--- src/rtl/unop_pkg.sv ---
package unop_pkg;
  localparam int IW = 16;

  localparam int C_POS = 0;
  localparam int Z_POS = 1;
  localparam int N_POS = 2;
  localparam int V_POS = 8;

  typedef enum logic [2:0] {
    OP_RRC  = 3'd0,
    OP_SWPB = 3'd1,
    OP_RRA  = 3'd2,
    OP_SXT  = 3'd3,
    OP_PUSH = 3'd4,
    OP_CALL = 3'd5,
    OP_RETI = 3'd6,
    OP_NONE = 3'd7
  } unop_e;

  typedef struct packed {
    unop_e      op;
    logic       byte_md;
    logic       reg_dir;
    logic       alu_wr;
    logic       stack;
    logic [3:0] dst;
  } dec_t;
endpackage

--- src/rtl/unop_decode.sv ---
module unop_decode
  import unop_pkg::*;
(
  input  logic [IW-1:0] ins_word,
  output dec_t          dec
);
  logic  in_group;
  unop_e op;

  always_comb begin
    in_group = (ins_word[15:10] == 6'b000100);
    op       = in_group ? unop_e'(ins_word[9:7]) : OP_NONE;
    dec.op      = op;
    dec.byte_md = ins_word[6] && (op == OP_RRC || op == OP_RRA || op == OP_PUSH);
    dec.reg_dir = (ins_word[5:4] == 2'b00);
    dec.alu_wr  = (op == OP_RRC) || (op == OP_SWPB) || (op == OP_RRA) || (op == OP_SXT);
    dec.stack   = (op == OP_PUSH) || (op == OP_CALL) || (op == OP_RETI);
    dec.dst     = ins_word[3:0];
  end
endmodule

--- src/rtl/unop_alu.sv ---
module unop_alu
  import unop_pkg::*;
#(
  parameter int W = 16
) (
  input  unop_e        op,
  input  logic         byte_md,
  input  logic [W-1:0] opnd,
  input  logic [W-1:0] sr_in,
  output logic [W-1:0] res,
  output logic [W-1:0] sr_out
);
  localparam int HALF = W / 2;

  logic [W-1:0] src;
  logic         top_bit;
  logic         c_old;
  logic         n_new;
  logic         z_new;
  logic         c_new;
  logic         v_new;
  logic         upd;

  always_comb begin
    src     = byte_md ? {{HALF{1'b0}}, opnd[HALF-1:0]} : opnd;
    top_bit = byte_md ? src[HALF-1] : src[W-1];
    c_old   = sr_in[C_POS];
    res     = opnd;
    c_new   = c_old;
    v_new   = sr_in[V_POS];
    upd     = 1'b0;
    unique case (op)
      OP_RRA, OP_RRC: begin
        res = src >> 1;
        if (byte_md) res[HALF-1] = (op == OP_RRA) ? top_bit : c_old;
        else         res[W-1]    = (op == OP_RRA) ? top_bit : c_old;
        c_new = src[0];
        v_new = (op == OP_RRC) ? (c_old & ~top_bit) : 1'b0;
        upd   = 1'b1;
      end
      OP_SWPB: res = {opnd[HALF-1:0], opnd[W-1:HALF]};
      OP_SXT: begin
        res   = {{HALF{opnd[HALF-1]}}, opnd[HALF-1:0]};
        v_new = 1'b0;
        upd   = 1'b1;
      end
      default: res = opnd;
    endcase
    z_new = (res == '0);
    n_new = byte_md ? res[HALF-1] : res[W-1];
    if (op == OP_SXT) c_new = ~z_new;
    sr_out = sr_in;
    if (upd) begin
      sr_out[C_POS] = c_new;
      sr_out[Z_POS] = z_new;
      sr_out[N_POS] = n_new;
      sr_out[V_POS] = v_new;
    end
  end
endmodule

--- src/rtl/unop_stack_fsm.sv ---
module unop_stack_fsm
  import unop_pkg::*;
#(
  parameter int W = 16
) (
  input  logic         clk,
  input  logic         rst_n,
  input  logic         start,
  input  unop_e        op,
  input  logic         byte_md,
  input  logic [W-1:0] opnd,
  input  logic [W-1:0] pc_in,
  input  logic [W-1:0] sp_in,
  input  logic [W-1:0] sr_in,
  output logic         mem_req,
  output logic         mem_we,
  output logic [W-1:0] mem_addr,
  output logic [W-1:0] mem_wdata,
  input  logic         mem_ack,
  input  logic [W-1:0] mem_rdata,
  output logic         busy,
  output logic         done,
  output logic [W-1:0] fin_pc,
  output logic [W-1:0] fin_sp,
  output logic [W-1:0] fin_sr
);
  localparam int HALF = W / 2;
  localparam logic [W-1:0] STEP = W'(W / 8);

  typedef enum logic [1:0] {S_IDLE, S_WR, S_RD_SR, S_RD_PC} st_e;

  st_e          state;
  logic [W-1:0] addr_q;
  logic [W-1:0] wdata_q;
  logic [W-1:0] pc_q;
  logic [W-1:0] sp_q;
  logic [W-1:0] sr_q;

  always_ff @(posedge clk or negedge rst_n) begin
    if (!rst_n) begin
      state   <= S_IDLE;
      addr_q  <= '0;
      wdata_q <= '0;
      pc_q    <= '0;
      sp_q    <= '0;
      sr_q    <= '0;
    end else begin
      unique case (state)
        S_IDLE: if (start) begin
          sr_q <= sr_in;
          pc_q <= pc_in;
          if (op == OP_RETI) begin
            addr_q <= sp_in;
            sp_q   <= sp_in + STEP + STEP;
            state  <= S_RD_SR;
          end else begin
            addr_q  <= sp_in - STEP;
            sp_q    <= sp_in - STEP;
            state   <= S_WR;
            if (op == OP_CALL) begin
              wdata_q <= pc_in;
              pc_q    <= opnd;
            end else begin
              wdata_q <= byte_md ? {{HALF{1'b0}}, opnd[HALF-1:0]} : opnd;
            end
          end
        end
        S_WR: if (mem_ack) state <= S_IDLE;
        S_RD_SR: if (mem_ack) begin
          sr_q   <= mem_rdata;
          addr_q <= addr_q + STEP;
          state  <= S_RD_PC;
        end
        S_RD_PC: if (mem_ack) begin
          pc_q  <= mem_rdata;
          state <= S_IDLE;
        end
        default: state <= S_IDLE;
      endcase
    end
  end

  always_comb begin
    mem_req   = (state != S_IDLE);
    mem_we    = (state == S_WR);
    mem_addr  = addr_q;
    mem_wdata = wdata_q;
    busy      = (state != S_IDLE);
    done      = mem_ack && (state == S_WR || state == S_RD_PC);
    fin_pc    = (state == S_RD_PC) ? mem_rdata : pc_q;
    fin_sp    = sp_q;
    fin_sr    = sr_q;
  end


  req_hold_chk: assert property (@(posedge clk) disable iff (!rst_n)
    mem_req && !mem_ack |=> mem_req && $stable(mem_addr) && $stable(mem_we) && $stable(mem_wdata));


  reti_step_chk: assert property (@(posedge clk) disable iff (!rst_n)
    mem_req && mem_ack && !mem_we && state == S_RD_SR |=> mem_req && !mem_we && mem_addr == $past(mem_addr) + STEP);
endmodule

--- src/rtl/unop_exec_unit.sv ---
module unop_exec_unit
  import unop_pkg::*;
#(
  parameter int W = 16
) (
  input  logic          clk,
  input  logic          rst_n,
  input  logic          ins_valid,
  output logic          ins_ready,
  input  logic [IW-1:0] ins_word,
  input  logic [W-1:0]  opnd,
  input  logic [W-1:0]  pc_in,
  input  logic [W-1:0]  sp_in,
  input  logic [W-1:0]  sr_in,
  output logic          res_valid,
  input  logic          res_ready,
  output logic [W-1:0]  res_data,
  output logic          res_wr,
  output logic [3:0]    res_dst,
  output logic [W-1:0]  res_pc,
  output logic [W-1:0]  res_sp,
  output logic [W-1:0]  res_sr,
  output logic          mem_req,
  output logic          mem_we,
  output logic [W-1:0]  mem_addr,
  output logic [W-1:0]  mem_wdata,
  input  logic          mem_ack,
  input  logic [W-1:0]  mem_rdata,
  output logic          busy
);
  dec_t         dec;
  logic [W-1:0] alu_res;
  logic [W-1:0] alu_sr;
  logic         ins_fire;
  logic         stk_done;
  logic [W-1:0] fin_pc;
  logic [W-1:0] fin_sp;
  logic [W-1:0] fin_sr;

  unop_decode u_dec (
    .ins_word (ins_word),
    .dec      (dec)
  );

  unop_alu #(.W(W)) u_alu (
    .op      (dec.op),
    .byte_md (dec.byte_md),
    .opnd    (opnd),
    .sr_in   (sr_in),
    .res     (alu_res),
    .sr_out  (alu_sr)
  );

  assign ins_ready = !busy && !res_valid;
  assign ins_fire  = ins_valid && ins_ready;

  unop_stack_fsm #(.W(W)) u_stk (
    .clk       (clk),
    .rst_n     (rst_n),
    .start     (ins_fire && dec.stack),
    .op        (dec.op),
    .byte_md   (dec.byte_md),
    .opnd      (opnd),
    .pc_in     (pc_in),
    .sp_in     (sp_in),
    .sr_in     (sr_in),
    .mem_req   (mem_req),
    .mem_we    (mem_we),
    .mem_addr  (mem_addr),
    .mem_wdata (mem_wdata),
    .mem_ack   (mem_ack),
    .mem_rdata (mem_rdata),
    .busy      (busy),
    .done      (stk_done),
    .fin_pc    (fin_pc),
    .fin_sp    (fin_sp),
    .fin_sr    (fin_sr)
  );

  always_ff @(posedge clk or negedge rst_n) begin
    if (!rst_n) begin
      res_valid <= 1'b0;
      res_data  <= '0;
      res_wr    <= 1'b0;
      res_dst   <= '0;
      res_pc    <= '0;
      res_sp    <= '0;
      res_sr    <= '0;
    end else if (ins_fire) begin
      res_dst <= dec.dst;
      if (dec.stack) begin
        res_data <= opnd;
        res_wr   <= 1'b0;
      end else begin
        res_valid <= 1'b1;
        res_data  <= alu_res;
        res_wr    <= dec.alu_wr && dec.reg_dir;
        res_pc    <= pc_in;
        res_sp    <= sp_in;
        res_sr    <= alu_sr;
      end
    end else if (stk_done) begin
      res_valid <= 1'b1;
      res_pc    <= fin_pc;
      res_sp    <= fin_sp;
      res_sr    <= fin_sr;
    end else if (res_valid && res_ready) begin
      res_valid <= 1'b0;
    end
  end


  out_hold_chk: assert property (@(posedge clk) disable iff (!rst_n)
    res_valid && !res_ready |=> res_valid && $stable(res_data) && $stable(res_sr)
      && $stable(res_pc) && $stable(res_sp) && $stable(res_wr));


  busy_block_chk: assert property (@(posedge clk) disable iff (!rst_n)
    busy |-> !ins_ready);


  alu_lat_chk: assert property (@(posedge clk) disable iff (!rst_n)
    ins_fire && !dec.stack |=> res_valid && !busy);
endmodule

--- config.mk ---
export PLATFORM = sky130hd
export DESIGN_NAME = unop_exec_unit
export DESIGN_NICKNAME = d
export VERILOG_FILES = /design/src/rtl/unop_pkg.sv /design/src/rtl/unop_decode.sv /design/src/rtl/unop_alu.sv /design/src/rtl/unop_stack_fsm.sv /design/src/rtl/unop_exec_unit.sv
export SDC_FILE = /design/constraint.sdc
export NUM_CORES = 1
export LEC_CHECK = 0
export ABC_AREA = 1
export CORE_MARGIN = 3
export CORE_UTILIZATION = 30
export CTS_BUF_LIST = sky130_fd_sc_hd__clkbuf_4
export DETAILED_ROUTE_END_ITERATION = 12
export SLEW_MARGIN = 0
export SYNTH_ARGS = -nofsm -noshare
export SYNTH_HDL_FRONTEND = slang
export SYNTH_SLANG_ARGS = --single-unit
--- constraint.sdc ---
create_clock -name clk -period 2.55 [get_ports clk]
set_input_delay 0.51 -clock clk [delete_from_list [all_inputs] [get_ports clk]]
set_output_delay 0.51 -clock clk [all_outputs]
set_load 0.02 [all_outputs]
==> metrics.txt <==
DRC violation count after routing=0; Final Util=42.7%; number of CTS-inserted buffers=17; Die W=175 um; Cell Chain, Critical Path=nor2_1, inv_1, clkdlybuf4s50_1; Congestion Overflow GR=0; CP Class=flop to primary output; Worst setup SP type=flop; Worst Path Buf+Inv=2; drt first pass iters=7; flops & latches, synth=152; total wire length=30.9 mm; Placer Congestion=0.874; DR iter-0 viols=654; Synth Flop Type=dfrtp_1; status=finished clean; Worst IR Drop VDD=356 uV; Vias per Instance=4.90; DP HPWL=23.2 mm; FF-to-FF setup slack=300 ps; area share of the largest cell type after synthesis=44.3%; number of global-route vias before repair=8658; largest net degree at the start of global routing=60; Slew headroom=67.4%; Worst-Margin Slew=487 ps; ANT nets after route=0; Fin. Hold Viols=0; post-synthesis cell type count=43; post-synthesis sequential area ratio=44.3%; Net Count, Synth=1269; Longest Clk Path Bufs=2; cells after synthesis=1163; initial antenna violation count=4; most common cell after layout, fill and taps aside=nand2_1; Nets=1528; Mean Syn Cell Area=7.38 sq um; Slowest-stage cell, CP=clkdlybuf4s50_1; post-synthesis async set-or-reset flop share=100%; largest cells by area after synthesis=dfrtp_1 44%, nand2_1 16%, a31oi_1 6.0%, nor2_1 5.8%, o21ai_0 4.8%; pwr dens=870 nW/um^2; Top Ports=207; core area=28000 sq um; crit-path leading delay family=buffers and inverters; most frequent cells in the layout=373 x nand2_1, 203 x clkdlybuf4s50_1, 152 x dfrtp_1, 129 x nor2_1, 89 x buf_4; synth warn=0; RSZ-0062 raised after global routing=no; Tcrit/Tclk final=92.8%; first-pass GRT wire length=49.0 mm; Synth Cell Area=8580 sq um; overall die area=30700 sq um; gr usage total=20.2%; EDFF count, synth=0; Final Max Tran Viols=0; Area Growth Syn to Fin=39.4%; Initial Utilization=30.6%; CTS tree=built; CTS Sinks=152; Die Span Y=175 um; Post-CTS Setup Repair Bufs=0; CP Capture Type=primary output; quantity of I/O buffers inserted on ports=206; clock root cell=clkbuf_4; Vias=8890; post-synth top area cell=dfrtp_1; Rows=61; Fin Hold WS=341 ps; Max Cap Viol=0; Crit Path Max Fanout=5; share of layout cells above drive strength 1=11.3%; clock slew at reported path FFs=160 ps; Crit path required time=2040 ps; Final setup violation count=0; CP Data Arrival Time=1860 ps; slowest stage delay, CP=640 ps; H-tree levels=4; crit path time final=2370 ps; Fill cells=2900; Lkg Pwr=5.36 nW; Max Freq=423 MHz; skew final=39.9 ps; WL/cell=17.0 um; clk_lat worst skew=600 ps; min-delay worst type=input pin to asynchronous set/reset pin
[layout make-up]
| type | count | area, sq um | area share (%) |
|---|---|---|---|
| antenna | 3 | 7.51 | 0.0628 |
| inverter | 73 | 274 | 2.29 |
| clock buffer | 18 | 135 | 1.13 |
| sequential | 152 | 3800 | 31.8 |
| multi-input combinational | 872 | 4210 | 35.2 |
| timing repair buffer | 306 | 2940 | 24.6 |
| tap | 378 | 473 | 3.95 |
| clock inverter | 14 | 118 | 0.983 |
[flip-flops by register name, indices dropped and copies added, names as in the netlist, 2 cells and up]
register	flops
u_stk.state	2
res_sr	16
u_stk.mem_addr	16
res_sp	16
u_stk.fin_sp	16
res_pc	16
u_stk.pc_q	16
u_stk.fin_sr	16
res_dst	4
res_data	16
u_stk.mem_wdata	16
[cell families (layout without fill, tap and decap cells)]
kind of cell    Yosys count  count (layout)  synth area share, %
mux                       1               1                0.117
simple gates            588             588                 27.9
buf+inv                 139             411                 6.84
compound gates          256             256                 17.8
other cells               0               3                    0
fa+ha+maj                 5               5                0.729
xor+xnor                 22              22                 2.24
flops                   152             152                 44.3
[synthesized netlist by cell type, types with 3 or more instances]
cell	count
nand2_1	374
dfrtp_1	152
nor2_1	132
a31oi_1	83
o21ai_0	83
inv_1	63
nand3_1	38
clkbuf_1	35
a21oi_1	32
nand4_1	23
o211ai_1	21
buf_2	19
xor2_1	17
buf_4	11
inv_2	8
o21a_1	8
o21ai_1	8
a2bb2oi_1	7
nor2_2	6
ha_1	5
nor3_1	5
xnor2_1	5
a22oi_1	3
nor2_4	3
[layer usage]
| metal | vias to the layer above | part of all wire (%) | GRT usage (%) | wire, um |
|---|---|---|---|---|
| met3 | 30 | 5.7 | 4.35 | 1770 |
| met4 | 2 | 2.1 | 5.92 | 649 |
| met5 | - | 0.026 | 0 | 8 |
| met2 | 263 | 45 | 31.4 | 14000 |
| li1 | 4409 | - | - | - |
| met1 | 4186 | 47 | 28.2 | 14400 |
[worst paths after layout]
check                      cells after the start                             end                           from
min                                            2           res_sp[8]$_DFFE_PN0P_                          rst_n
max                                            3                         mem_req     u_stk.state[1]$_DFFE_PN0P_
min in group clk                               3          res_dst[3]$_DFFE_PN0P_                    ins_word[3]
max reg2reg                                   13  u_stk.mem_addr[15]$_DFFE_PN0P_  u_stk.mem_addr[1]$_DFFE_PN0P_
max in group asynchronous                      3    u_stk.fin_sp[15]$_DFFE_PN0P_                          rst_n
min reg2reg                                    2          res_dst[3]$_DFFE_PN0P_         res_dst[3]$_DFFE_PN0P_
[repair_timing]
action | in CTS | in global routing
gates resized for setup | 1 | 1
hold buffers | 1 | 0
setup endpoints to repair | 1 | 1
endpoints found under the hold margin | 23 | 0
[report_power, final]
| group | leakage [nW] | switching, mW | internal [mW] |
|---|---|---|---|
| Sequential | 1.86 | 0.608 | 3.35 |
| Clock | 0.138 | 1.02 | 0.423 |
| Combinational | 3.36 | 2.73 | 2.27 |
[through the flow]
step	instances	area [sq um]	setup slack [ps]	TNS [ps]	power [mW]
finish	1816	12000	184	0	10.4
global route	1816	12000	31.9	0	11.2
CTS	1813	12000	31.4	0	10.5
detailed placement	1780	11700	-202	-6550	9.07
global placement	1780	11700	-190	-4290	8.99
floorplan	1163	8580	368	0	6.61
No activity file was read; power rests on OpenSTA's default activity.
